$ cat config.mk
export PLATFORM = sky130hd
export DESIGN_NAME = cd_subcode_tx
export DESIGN_NICKNAME = d
export VERILOG_FILES = /design/src/rtl/cd_subcode_pkg.sv /design/src/rtl/cd_subcode_tick.sv /design/src/rtl/cd_subcode_hold.sv /design/src/rtl/cd_subcode_seq.sv /design/src/rtl/cd_subcode_tx.sv
export SDC_FILE = /design/constraint.sdc
export NUM_CORES = 1
export LEC_CHECK = 0
export BUFFER_PORTS_ARGS = -buffer_cell sky130_fd_sc_hd__buf_2
export CAP_MARGIN = 30
export CORE_ASPECT_RATIO = 1.1
export CORE_MARGIN = 1.5
export CORE_UTILIZATION = 30
export DETAILED_ROUTE_END_ITERATION = 12
export GPL_TIMING_DRIVEN = 0
export HOLD_SLACK_MARGIN = 0.15
export PLACE_DENSITY = 0.55
export SKIP_LAST_GASP = 1
export SLEW_MARGIN = 20
export SYNTH_ARGS = -nofsm -noshare
export SYNTH_HDL_FRONTEND = slang
export SYNTH_SLANG_ARGS = --single-unit
$ cat constraint.sdc
create_clock -name clk -period 2.63 [get_ports clk]
set_input_delay 0.3945 -clock clk [delete_from_list [all_inputs] [get_ports clk]]
set_output_delay 0.3945 -clock clk [all_outputs]
set_load 0.03 [all_outputs]
$ cat src/rtl/cd_subcode_pkg.sv
`timescale 1ns/1ps
package cd_subcode_pkg;

    // Width of one subcode byte
    localparam int unsigned SC_BITS = 8;

    // A byte as held and shifted: payload plus block-sync marker
    typedef struct packed {
        logic                 blk;
        logic [SC_BITS-1:0]   data;
    } sc_word_t;

    // Word sent when nothing is waiting at a frame start
    localparam sc_word_t SC_FILL = '{blk: 1'b0, data: '0};

    // Bit that goes out in slot idx: MSB first, zero after the byte
    function automatic logic pick_msb_first(input logic [SC_BITS-1:0] d,
                                            input int unsigned idx);
        logic b;
        b = 1'b0;
        for (int unsigned i = 0; i < SC_BITS; i++) begin
            if (idx == i) begin
                b = d[SC_BITS-1-i];
            end
        end
        return b;
    endfunction

endpackage

$ cat src/rtl/cd_subcode_tick.sv
`timescale 1ns/1ps
// Turns word-clock edges into slot ticks; divides by UPS_RATIO in upsampling mode
module cd_subcode_tick #(
    parameter int unsigned UPS_RATIO = 4
) (
    input  logic clk,
    input  logic rst,
    input  logic wclk_i,
    input  logic ups_en_i,
    output logic tick_o
);

    logic wclk_q;
    logic edge_w;

    always_ff @(posedge clk) begin
        if (rst) begin
            wclk_q <= 1'b0;
        end else begin
            wclk_q <= wclk_i;
        end
    end

    assign edge_w = wclk_i ^ wclk_q;

    generate
        if (UPS_RATIO > 1) begin : g_div
            localparam int unsigned CW = $clog2(UPS_RATIO);
            localparam logic [CW-1:0] CLAST = CW'(UPS_RATIO - 1);
            logic [CW-1:0] cnt_q;

            always_ff @(posedge clk) begin
                if (rst) begin
                    cnt_q <= '0;
                end else if (!ups_en_i) begin
                    cnt_q <= '0;
                end else if (edge_w) begin
                    cnt_q <= (cnt_q == CLAST) ? '0 : cnt_q + CW'(1);
                end
            end

            assign tick_o = edge_w && (!ups_en_i || (cnt_q == '0));
        end else begin : g_nodiv
            logic unused_ups;
            assign unused_ups = ups_en_i;
            assign tick_o     = edge_w;
        end
    endgenerate

endmodule

$ cat src/rtl/cd_subcode_hold.sv
`timescale 1ns/1ps
// One-entry holding register between the writer and the frame sequencer
module cd_subcode_hold
    import cd_subcode_pkg::*;
(
    input  logic     clk,
    input  logic     rst,
    input  logic     wr_i,
    input  sc_word_t wr_word_i,
    input  logic     take_i,
    output sc_word_t next_o
);

    sc_word_t held_q;
    logic     full_q;

    always_ff @(posedge clk) begin
        if (rst) begin
            held_q <= SC_FILL;
            full_q <= 1'b0;
        end else begin
            if (take_i) begin
                full_q <= 1'b0;
            end
            if (wr_i) begin
                held_q <= wr_word_i;
                full_q <= 1'b1;
            end
        end
    end

    assign next_o = full_q ? held_q : SC_FILL;

endmodule

$ cat src/rtl/cd_subcode_seq.sv
`timescale 1ns/1ps
// Slot counter, byte register and output decode for one frame
module cd_subcode_seq
    import cd_subcode_pkg::*;
#(
    parameter  int unsigned FRAME_WCLK = 6,
    localparam int unsigned SLOTS      = 2 * FRAME_WCLK,
    localparam int unsigned SW         = $clog2(SLOTS)
) (
    input  logic          clk,
    input  logic          rst,
    input  logic          tick_i,
    input  sc_word_t      next_i,
    output logic          take_o,
    output logic          active_o,
    output logic [SW-1:0] slot_o,
    output logic          sub_o,
    output logic          sync_o
);

    localparam logic [SW-1:0] LAST = SW'(SLOTS - 1);

    logic          active_q;
    logic [SW-1:0] slot_q;
    logic [SW-1:0] slot_nx;
    sc_word_t      cur_q;

    always_comb begin
        if (!active_q || (slot_q == LAST)) begin
            slot_nx = '0;
        end else begin
            slot_nx = slot_q + SW'(1);
        end
    end

    assign take_o = tick_i && (slot_nx == '0);

    always_ff @(posedge clk) begin
        if (rst) begin
            active_q <= 1'b0;
            slot_q   <= '0;
            cur_q    <= SC_FILL;
        end else if (tick_i) begin
            active_q <= 1'b1;
            slot_q   <= slot_nx;
            if (slot_nx == '0) begin
                cur_q <= next_i;
            end
        end
    end

    assign sub_o    = active_q && pick_msb_first(cur_q.data, 32'(slot_q));
    assign sync_o   = active_q && ((slot_q == '0) || ((slot_q == SW'(1)) && cur_q.blk));
    assign active_o = active_q;
    assign slot_o   = slot_q;

endmodule

$ cat src/rtl/cd_subcode_tx.sv
`timescale 1ns/1ps
module cd_subcode_tx
    import cd_subcode_pkg::*;
#(
    parameter int unsigned FRAME_WCLK = 6,
    parameter int unsigned UPS_RATIO  = 4
) (
    input  logic               clk,
    input  logic               rst,
    input  logic               wclk_i,
    input  logic               ups_en_i,
    input  logic               sc_valid_i,
    input  logic [SC_BITS-1:0] sc_byte_i,
    input  logic               sc_blk_i,
    output logic               sub_o,
    output logic               sync_o
);

    localparam int unsigned SLOTS = 2 * FRAME_WCLK;
    localparam int unsigned SW    = $clog2(SLOTS);

    logic          tick;
    logic          take;
    logic          active;
    logic [SW-1:0] slot;
    sc_word_t      wr_word;
    sc_word_t      next_word;

    assign wr_word = '{blk: sc_blk_i, data: sc_byte_i};

    cd_subcode_tick #(.UPS_RATIO(UPS_RATIO)) u_tick (
        .clk      (clk),
        .rst      (rst),
        .wclk_i   (wclk_i),
        .ups_en_i (ups_en_i),
        .tick_o   (tick)
    );

    cd_subcode_hold u_hold (
        .clk       (clk),
        .rst       (rst),
        .wr_i      (sc_valid_i),
        .wr_word_i (wr_word),
        .take_i    (take),
        .next_o    (next_word)
    );

    cd_subcode_seq #(.FRAME_WCLK(FRAME_WCLK)) u_seq (
        .clk      (clk),
        .rst      (rst),
        .tick_i   (tick),
        .next_i   (next_word),
        .take_o   (take),
        .active_o (active),
        .slot_o   (slot),
        .sub_o    (sub_o),
        .sync_o   (sync_o)
    );

endmodule

==> results.cfg <==
[global_route]
first_global_vias = 967
grt_overflow = 0
grt_max_degree = 18
gr-usage-all-layers = 0.119
grt_antenna_before_repair = 0
grt_pass1_wl_um = 4440

[sta]
slew_violations = 0
rsz0062_at_grt = no
fin_crit_sh = 0.901
tightest_slew_ns = 0.509
setup_violations = 0
period_needed_ns = 2.37
finalSetupTns_ns = 0
fmax_mhz = 422
finalHoldViolations = 0
slew_headroom = 0.661
fin_skew_ns = 0.00431
finalWorstSetupSlack_ns = 0.261

[min_path]
whs_path_depth = 3
hp-start = sc_blk_i
min_delay_worst_endpoint = u_hold.held_q[8]$_SDFFE_PP0P_
hold_class = in -> reg

[route]
num_vias = 1032
via_per_inst = 4.69
ant_nets = 0
avgRoutedWirePerCell_um = 11.7
drt_iter0_markers = 79
firstDrtPassIters = 4
drc = 0
drt-total-wl_um = 2570

[synthesis]
synth-main-ff-cell = dfxtp_1
synth-async-reset-ratio = 0
synth_cell_types = 33
synth_seq_cells = 27
syn_area_sq_um = 1330
synth_nets = 168
seq_area_frac_synth = 0.407
netlist_instances = 148
synth_edf_count = 0
yosys_warnings = 0
syn_avg_cell_area_sq_um = 8.97

[clocking]
root_buffer = clkbuf_8
ctsHtreeMaxLevel = 1
cts_tree = done
clock_path_buffers = 2
worstSkewPairLatency_ns = 0.28
clock_sink_count = 27
cts_resized = 0
cts_hold_repair.buffers = 0
cts_setup_buffers = 0
clk_pin_slew_ns = 0.10
cts_inserted_buffers = 3

[worst_setup_path]
rr_endpoint = u_seq.cur_q[3]$_SDFFE_PP0P_
startpoint_type = flip-flop
worstPathArrival_ns = 1.97
worst-path-max-fanout = 7
cp.required_ns = 2.24
reg2regPathDepth = 6
worstReg2RegStart = u_seq.slot_o[0]$_SDFFE_PP0P_
path_class = reg -> out
end_kind = output pin
rrSetupSlack_ns = 0.81

[die]
fp.dieH_um = 72.8
die_x_um = 66.4
initial_utilization = 0.310
core_area_sq_um = 4290
ios = 16
dieArea_sq_um = 4830
rows = 25

[placement]
io_buffers = 14
dp.cells = 216
dp_hpwl_um = 1950
place_ws_ns = 0.592
gp_routability_congestion = 0.824

[final_layout]
fin_nets = 187
postLayoutCoreUtil = 0.354
synthToLayoutAreaGrowth_pct = 14.1
fin_cells = 220
drive_gt1_frac = 0.187
antenna_cells = 0

[power_and_ir_drop]
ir_worst_vdd_v = 0.000386
pwr_density_cell_nw_per_um2 = 530
power_w = 0.000803
p_leak_nw = 0.629

[job]
drv.max_cap_violation_count = 0

[run_status]
status = complete, no violations
[cell usage after synthesis, types with 3 or more instances]
cell type	number	area, sq um
ha_1	6	75.1
nand3b_1	4	30.0
inv_1	5	18.8
a21oi_1	10	50.1
nor2_1	13	48.8
mux2i_1	19	190
nand3_1	3	15.0
nand2_1	27	101
nor2b_1	4	25.0
dfxtp_1	27	541
[layout make-up]
| type | count | area, sq um |
|---|---|---|
| Inverter | 6 | 22.5 |
| Sequential cell | 27 | 541 |
| Buffer | 9 | 58.8 |
| Timing Repair Buffer | 14 | 70.1 |
| Tap cell | 54 | 67.6 |
| Clock inverter | 1 | 8.76 |
| Fill cell | 456 | 2770 |
| Multi-Input combinational cell | 106 | 706 |
| Clock buffer | 3 | 41.3 |
[state kept, by name, indices dropped and copies added, names as in the netlist]
| name | count |
|---|---|
| u_seq.cur_q | 9 |
| u_hold.full_q | 1 |
| u_seq.active_o | 1 |
| u_seq.slot_o | 4 |
| u_tick.g_div.cnt_q | 2 |
| u_tick.wclk_q | 1 |
| u_hold.held_q | 9 |
[how the worst max path moves through the flow]
stage	startpoint	end	slack, ns	cells after the start
floorplan	u_seq.slot_o[1]$_SDFFE_PP0P_	sub_o	0.46	6
global placement	u_seq.slot_o[1]$_SDFFE_PP0P_	sub_o	0.62	7
detailed placement	u_seq.slot_o[1]$_SDFFE_PP0P_	sub_o	0.59	7
CTS	u_seq.slot_o[1]$_SDFFE_PP0P_	sub_o	0.27	7
global route	u_seq.slot_o[1]$_SDFFE_PP0P_	sub_o	0.14	7
finish	u_seq.slot_o[1]$_SDFFE_PP0P_	sub_o	0.26	7
[cell families after synthesis]
family / count (synthesis) / synth area share
AO/OA/AOI/OAI: 19 / 0.0943
flip-flops: 27 / 0.407
multiplexers: 19 / 0.143
adder cells (fa/ha/maj): 6 / 0.0565
XOR/XNOR: 1 / 0.0123
buffers and inverters: 15 / 0.0613
AND/OR/NAND/NOR: 61 / 0.225
[metal layers]
metal,wire [um],track usage,up-vias
met2,1200,0.199,22
met5,0,0,-
met3,121,0.0386,4
met4,28,0.0272,0
li1,-,-,534
met1,1220,0.150,472
[layout by cell type (no fill, tap or decap), drive strengths merged]
cell type,count
a211oi,1
a21boi,1
a21oi,10
a221oi,1
a22o,1
buf,21
clkbuf,5
dfxtp,27
ha,6
inv,7
mux2i,19
nand2,27
nand3,3
nand3b,4
nand4,1
nor2,14
nor2b,4
nor3,2
nor4b,3
o21a,1
o21ai,2
o311ai,1
o41ai,1
or2,2
or3b,1
xnor2,1
[through the flow]
step	cell area (sq um)	hold slack, ns
floorplan	1330	0.433
global placement	1470	0.449
detailed placement	1470	0.455
CTS	1520	0.339
global route	1520	0.340
finish	1520	0.343
[worst max-delay path, stage by stage, from the launching register on]
cell      delay (ns)
dfxtp_1         0.47
inv_1           0.10
ha_1            0.24
nand3b_1        0.18
a21oi_1         0.14
a21oi_1         0.06
a211oi_1        0.26
buf_2           0.25
[power breakdown]
| part | internal (W) | switching, W | total [W] |
|---|---|---|---|
| combinational | 0.0000527 | 0.0000635 | 0.000116 |
| clock | 0.000111 | 0.000138 | 0.000250 |
| sequential | 0.000426 | 0.0000110 | 0.000437 |
| total | 0.000590 | 0.000213 | 0.000803 |
(Power assumes the default switching activity.)
